### src/rtl/bmr_pkg.sv
package bmr_pkg;

    typedef enum logic {
        XF_IDLE = 1'b0,
        XF_RUN  = 1'b1
    } xfer_state_e;

endpackage

### src/rtl/bmr_fifo.sv
module bmr_fifo #(
    parameter int WIDTH = 32,
    parameter int DEPTH = 32,
    parameter int CNT_W = $clog2(DEPTH + 1)
) (
    input  logic             clk,
    input  logic             rst,
    input  logic             push_i,
    input  logic [WIDTH-1:0] push_data_i,
    input  logic             pop_i,
    output logic [WIDTH-1:0] data_o,
    output logic             nonempty_o,
    output logic [CNT_W-1:0] level_o
);
    localparam int PTR_W = (DEPTH > 1) ? $clog2(DEPTH) : 1;

    typedef struct packed {
        logic [PTR_W-1:0] wr;
        logic [PTR_W-1:0] rd;
        logic [CNT_W-1:0] level;
    } fifo_st_t;

    fifo_st_t st_d, st_q;
    logic [WIDTH-1:0] mem_q [DEPTH];
    logic do_push, do_pop;

    function automatic logic [PTR_W-1:0] bump(input logic [PTR_W-1:0] p);
        return (p == PTR_W'(DEPTH - 1)) ? '0 : p + 1'b1;
    endfunction

    always_comb begin
        do_push = push_i && (st_q.level != CNT_W'(DEPTH));
        do_pop  = pop_i && (st_q.level != '0);
        st_d    = st_q;
        if (do_push) st_d.wr = bump(st_q.wr);
        if (do_pop)  st_d.rd = bump(st_q.rd);
        case ({do_push, do_pop})
            2'b10:   st_d.level = st_q.level + 1'b1;
            2'b01:   st_d.level = st_q.level - 1'b1;
            default: st_d.level = st_q.level;
        endcase
    end

    always_ff @(posedge clk) begin
        if (rst) st_q <= '0;
        else     st_q <= st_d;
    end

    always_ff @(posedge clk) begin
        if (do_push) mem_q[st_q.wr] <= push_data_i;
    end

    assign data_o     = mem_q[st_q.rd];
    assign nonempty_o = (st_q.level != '0);
    assign level_o    = st_q.level;


    no_overflow_chk: assert property (@(posedge clk) disable iff (rst)
        push_i |-> (st_q.level < CNT_W'(DEPTH)));


    level_move_chk: assert property (@(posedge clk) disable iff (rst)
        (pop_i && !push_i && st_q.level != '0) |=> (st_q.level == $past(st_q.level) - 1'b1));

endmodule

### src/rtl/bmr_credit.sv
module bmr_credit #(
    parameter int DEPTH  = 32,
    parameter int MARGIN = 4,
    parameter int CNT_W  = $clog2(DEPTH + 1)
) (
    input  logic             clk,
    input  logic             rst,
    input  logic             accept_i,
    input  logic             return_i,
    input  logic [CNT_W-1:0] level_i,
    output logic [CNT_W-1:0] pending_o,
    output logic             room_o
);
    localparam int LIMIT = DEPTH - MARGIN;
    localparam int SUM_W = CNT_W + 1;

    typedef struct packed {
        logic [CNT_W-1:0] pending;
    } credit_st_t;

    credit_st_t st_d, st_q;
    logic [SUM_W-1:0] occupancy;

    always_comb begin
        occupancy = {1'b0, level_i} + {1'b0, st_q.pending};
        // Same-cycle gate: no registered copy of this comparison exists.
        room_o    = (occupancy < SUM_W'(LIMIT));
        st_d      = st_q;
        case ({accept_i, return_i})
            2'b10:   st_d.pending = st_q.pending + 1'b1;
            2'b01:   st_d.pending = st_q.pending - 1'b1;
            default: st_d.pending = st_q.pending;
        endcase
    end

    always_ff @(posedge clk) begin
        if (rst) st_q <= '0;
        else     st_q <= st_d;
    end

    assign pending_o = st_q.pending;


    pending_underflow_chk: assert property (@(posedge clk) disable iff (rst)
        return_i |-> (st_q.pending != '0));


    occupancy_bound_chk: assert property (@(posedge clk) disable iff (rst)
        occupancy <= SUM_W'(LIMIT));


    accept_has_room_chk: assert property (@(posedge clk) disable iff (rst)
        accept_i |-> (occupancy < SUM_W'(LIMIT)));

endmodule

### src/rtl/bmr_issue.sv
module bmr_issue
    import bmr_pkg::*;
#(
    parameter int ADDR_W     = 32,
    parameter int LEN_W      = 32,
    parameter int WORD_BYTES = 4
) (
    input  logic              clk,
    input  logic              rst,
    input  logic              go_i,
    input  logic [ADDR_W-1:0] start_addr_i,
    input  logic [LEN_W-1:0]  length_i,
    input  logic              room_i,
    input  logic              pending_zero_i,
    input  logic              waitreq_i,
    output logic              read_o,
    output logic [ADDR_W-1:0] address_o,
    output logic              accept_o,
    output logic              done_o
);
    typedef struct packed {
        xfer_state_e       state;
        logic [ADDR_W-1:0] addr;
        logic [LEN_W-1:0]  remain;
    } issue_st_t;

    issue_st_t st_d, st_q;
    logic words_left;

    always_comb begin
        words_left = (st_q.remain >= LEN_W'(WORD_BYTES));
        read_o     = (st_q.state == XF_RUN) && words_left && room_i;
        accept_o   = read_o && !waitreq_i;
        st_d       = st_q;
        case (st_q.state)
            XF_IDLE: begin
                if (go_i) begin
                    st_d.state  = XF_RUN;
                    st_d.addr   = start_addr_i;
                    st_d.remain = length_i;
                end
            end
            default: begin
                if (accept_o) begin
                    st_d.addr   = st_q.addr + ADDR_W'(WORD_BYTES);
                    st_d.remain = st_q.remain - LEN_W'(WORD_BYTES);
                end
                if (!words_left && pending_zero_i) st_d.state = XF_IDLE;
            end
        endcase
    end

    always_ff @(posedge clk) begin
        if (rst) begin
            st_q.state  <= XF_IDLE;
            st_q.addr   <= '0;
            st_q.remain <= '0;
        end else begin
            st_q <= st_d;
        end
    end

    assign address_o = st_q.addr;
    assign done_o    = (st_q.state == XF_IDLE);


    hold_on_wait_chk: assert property (@(posedge clk) disable iff (rst)
        (read_o && waitreq_i) |=> (read_o && $stable(address_o)));


    done_fall_chk: assert property (@(posedge clk) disable iff (rst)
        (go_i && done_o) |=> !done_o);


    idle_quiet_chk: assert property (@(posedge clk) disable iff (rst)
        done_o |-> !read_o);


    addr_step_chk: assert property (@(posedge clk) disable iff (rst)
        (accept_o && !done_o) |=> (address_o == $past(address_o) + ADDR_W'(WORD_BYTES)));

endmodule

### src/rtl/bmr_read_master.sv
module bmr_read_master #(
    parameter int ADDR_W        = 32,
    parameter int DATA_W        = 32,
    parameter int LEN_W         = 32,
    parameter int FIFO_DEPTH    = 32,
    parameter int SAFETY_MARGIN = 4
) (
    input  logic              clk,
    input  logic              rst,
    input  logic              go_i,
    input  logic [ADDR_W-1:0] start_addr_i,
    input  logic [LEN_W-1:0]  length_i,
    output logic              done_o,
    output logic [ADDR_W-1:0] bus_addr_o,
    output logic              bus_read_o,
    input  logic              bus_wait_i,
    input  logic [DATA_W-1:0] bus_rdata_i,
    input  logic              bus_rvalid_i,
    output logic [DATA_W-1:0] usr_data_o,
    output logic              usr_valid_o,
    input  logic              usr_ack_i
);
    localparam int WORD_BYTES = DATA_W / 8;
    localparam int CNT_W      = $clog2(FIFO_DEPTH + 1);

    logic [CNT_W-1:0] fill_level;
    logic [CNT_W-1:0] in_flight;
    logic             room;
    logic             accept;

    bmr_issue #(
        .ADDR_W    (ADDR_W),
        .LEN_W     (LEN_W),
        .WORD_BYTES(WORD_BYTES)
    ) issue_i (
        .clk           (clk),
        .rst           (rst),
        .go_i          (go_i),
        .start_addr_i  (start_addr_i),
        .length_i      (length_i),
        .room_i        (room),
        .pending_zero_i(in_flight == '0),
        .waitreq_i     (bus_wait_i),
        .read_o        (bus_read_o),
        .address_o     (bus_addr_o),
        .accept_o      (accept),
        .done_o        (done_o)
    );

    bmr_credit #(
        .DEPTH (FIFO_DEPTH),
        .MARGIN(SAFETY_MARGIN),
        .CNT_W (CNT_W)
    ) credit_i (
        .clk      (clk),
        .rst      (rst),
        .accept_i (accept),
        .return_i (bus_rvalid_i),
        .level_i  (fill_level),
        .pending_o(in_flight),
        .room_o   (room)
    );

    bmr_fifo #(
        .WIDTH(DATA_W),
        .DEPTH(FIFO_DEPTH),
        .CNT_W(CNT_W)
    ) fifo_i (
        .clk        (clk),
        .rst        (rst),
        .push_i     (bus_rvalid_i),
        .push_data_i(bus_rdata_i),
        .pop_i      (usr_ack_i),
        .data_o     (usr_data_o),
        .nonempty_o (usr_valid_o),
        .level_o    (fill_level)
    );


    reset_state_chk: assert property (@(posedge clk)
        $past(rst) |-> (done_o && !usr_valid_o && !bus_read_o));

endmodule

### config.mk
export PLATFORM = sky130hd
export DESIGN_NAME = bmr_read_master
export DESIGN_NICKNAME = d
export VERILOG_FILES = /design/src/rtl/bmr_pkg.sv /design/src/rtl/bmr_fifo.sv /design/src/rtl/bmr_credit.sv /design/src/rtl/bmr_issue.sv /design/src/rtl/bmr_read_master.sv
export SDC_FILE = /design/constraint.sdc
export NUM_CORES = 1
export LEC_CHECK = 0
export CORE_UTILIZATION = 25
export CTS_CLUSTER_DIAMETER = 80
export DETAILED_ROUTE_END_ITERATION = 12
export DONT_BUFFER_PORTS = 1
export HOLD_SLACK_MARGIN = 0.1
export PLACE_DENSITY = 0.4
export SETUP_SLACK_MARGIN = 0.02
export SKIP_LAST_GASP = 1
export SLEW_MARGIN = 40
export SYNTH_ARGS = -nofsm -noshare
export SYNTH_HDL_FRONTEND = slang
export SYNTH_SLANG_ARGS = --single-unit
### constraint.sdc
create_clock -name clk -period 7 [get_ports clk]
set_clock_uncertainty 0.05 [all_clocks]
set_input_delay 0.7 -clock clk [delete_from_list [all_inputs] [get_ports clk]]
set_output_delay 0.7 -clock clk [all_outputs]
set_load 0.03 [all_outputs]
==> impl_metrics.json <==
{
  "dpl.hpwl_um": 68600,
  "period_minus_slack_ns": 4.54,
  "die_area_um2": 180000,
  "grt_pass1_vias": 24400,
  "drive_gt1_frac": 0.282,
  "cts.sinks": 1116,
  "clock_latency_ns": 0.76,
  "drt-initial-drc-count": 1796,
  "vias": 22600,
  "fillers": 17100,
  "grt_pass1_wl_um": 181000,
  "postCtsHoldBufs": 81,
  "syn_area_um2": 44600,
  "setup_viol": 0,
  "cts_tree": "done",
  "critPathKind": "reg2reg",
  "grt_antenna_before_repair": 9,
  "synthArstFlopShare": 0,
  "reg2reg_depth": 15,
  "clkSlewWorstSetupHoldPaths_ns": 0.06,
  "finalHoldViolations": 0,
  "gp_congestion": 0.795,
  "crit_fanout": 23,
  "drc_errors": 0,
  "avgSynthCellArea_um2": 20.0,
  "core_um2": 177000,
  "wirelength_um": 125000,
  "via_per_inst": 4.70,
  "slew_headroom": 0.432,
  "final_cell_mix": "edfxtp_1, mux4_2, clkbuf_16, nand2_1, dfxtp_1",
  "fmax_ghz": 0.220,
  "ys_types": 76,
  "post-route-cell-area_um2": 52700,
  "whs_ns": 0.167,
  "fin_nets": 2491,
  "cp.arrival_ns": 5.13,
  "tns_ns": 0,
  "grt_use_total": 0.140,
  "ios": 169,
  "post_cts_resized": 0,
  "num_rows": 154,
  "slew_viol_final": 0,
  "finalNonFillerCells": 4804,
  "maxCapViolations": 0,
  "seq_area_um2": 32600,
  "p_leak_nw": 15.8,
  "ys.flop_type": "edfxtp_1",
  "multi_input_area_um2": 11500,
  "drtAntennaViolNets": 0,
  "yosysSeqAreaShare": 0.731,
  "fin_util": 0.298,
  "cts_made_buffers": 132,
  "area_delta_synth_final_pct": 18.3,
  "status": "completed",
  "synth.ff_latch_count": 1116,
  "syn_inst": 2233,
  "worst_setup_path_end_kind": "register",
  "wl_per_cell_um": 26.1,
  "h-tree-depth": 4,
  "first_pass_iters": 5,
  "synth_nets": 2362,
  "dpl-instance-area_um2": 47900,
  "port_buffers": 0,
  "final_common_cell": "edfxtp_1",
  "cts_root_buf": "clkbuf_16",
  "powerDensity_nw_per_um2": 318,
  "rsz0062_at_grt": "false",
  "min_period_over_period": 0.649,
  "start_kind": "register",
  "yosys_warnings": 0,
  "clk_path_buf_depth": 3,
  "grt_max_degree": 94,
  "chipWidth_um": 424,
  "grt-ovfl-total": 0,
  "die_y_um": 424,
  "start_util": 0.252,
  "crit_required_ns": 7.59,
  "worstMarginPinSlew_ns": 0.845,
  "dp.cells": 4487,
  "postCtsSetupBuffers": 0,
  "synth_edf_count": 1024,
  "min_path_cells": 2,
  "min_path_type": "in2reg",
  "peakVddDrop_uv": 229
}
worst max-delay path: stages (launching register included):
cell and delay, ns:
dfxtp_1 0.37, or4_1 0.69, nor3_2 0.23, and4_1 0.22, buf_4 0.23, nor2_2 0.04
buf_4 0.23, inv_2 0.44, ha_1 0.39, ha_1 0.28, a21o_1 0.17, a21oi_1 0.21
o21bai_1 0.08, a21oi_1 0.17, mux2i_1 0.23, mux2_2 0.36
path summary, 6_finish.rpt:
kind	start	endpoint	slack (ns)
max	issue_i.st_q[4]	credit_i.pending_o[5]	2.46
max reg2reg	issue_i.st_q[4]	credit_i.pending_o[5]	2.46
min reg2reg	issue_i.st_q[0]	issue_i.st_q[0]	0.40
min	rst	credit_i.pending_o[5]	0.17
synth_stat cells (all sizes together) (4+ instances only):
cell	n	area share
edfxtp	1024	0.69
mux4	320	0.16
nor2	101	0.0089
dfxtp	92	0.041
nand2	89	0.0075
buf	78	0.010
clkbuf	72	0.0061
a21oi	63	0.0072
mux2	37	0.0094
o21ai	34	0.0038
nand3	31	0.0036
nor3	29	0.0036
ha	25	0.0070
a31oi	22	0.0031
inv	22	0.0019
nor4	12	0.0020
xnor2	12	0.0024
nand4	11	0.0015
a211oi	10	0.0018
a22oi	9	0.0015
a32oi	9	0.0018
a21o	8	0.0013
and3	8	0.0011
or4	8	0.0013
xor2	8	0.0016
mux2i	7	0.0016
o211ai	7	0.0012
o21a	7	0.0012
nand3b	6	0.0010
or3	6	0.00084
a221oi	5	0.00098
o31ai	5	0.00084
a311oi	4	0.00079
per-stage QoR:
stage	total power (W)	setup WS (ns)
2_1_floorplan	0.00957	3.42
3_3_place_gp	0.0102	2.49
3_5_place_dp	0.0102	2.45
4_1_cts	0.0171	2.45
5_1_grt	0.0175	2.21
6_report	0.0168	2.46
state kept, by name, summed over array words and instances (netlist names), named ones only:
name	cells
credit_i.pending_o	6
fifo_i.level_o	6
fifo_i.mem_q	1024
fifo_i.st_q	10
issue_i.address_o	32
issue_i.st_q	33
cells by family after synthesis:
| kind of cell | Yosys count | synth area share |
|---|---|---|
| flops | 1116 | 0.731 |
| mux | 364 | 0.173 |
| simple gates | 321 | 0.0351 |
| compound gates | 211 | 0.0311 |
| buf+inv | 174 | 0.0181 |
| fa+ha+maj | 27 | 0.00792 |
| xor+xnor | 20 | 0.00393 |
routing by layer:
metal / wire, µm / GRT usage / part of all wire / vias to the layer above
met5: 44 / 0 / 0.00035 / -
met4: 2330 / 0.0370 / 0.019 / 6
met3: 6670 / 0.0287 / 0.053 / 181
met2: 62500 / 0.235 / 0.50 / 662
met1: 53800 / 0.184 / 0.43 / 12200
li1: - / - / - / 9533
where the power goes:
part | switching, W | internal (W)
Combinational | 0.00142 | 0.00113
Clock | 0.00279 | 0.00385
Sequential | 0.000170 | 0.00742
Total | 0.00438 | 0.0124
area by class of cell:
| type | instances | share of cell area |
|---|---|---|
| diodes | 4 | 0.000190 |
| well taps | 2340 | 0.0555 |
| clock inverters | 72 | 0.0136 |
| clock buffers | 160 | 0.0656 |
| multi-input cells | 943 | 0.217 |
| repair buffers | 145 | 0.0276 |
| flip-flops and latches | 1116 | 0.618 |
| inverters | 24 | 0.00171 |
Note: power is estimated with default switching activity, not from simulation.
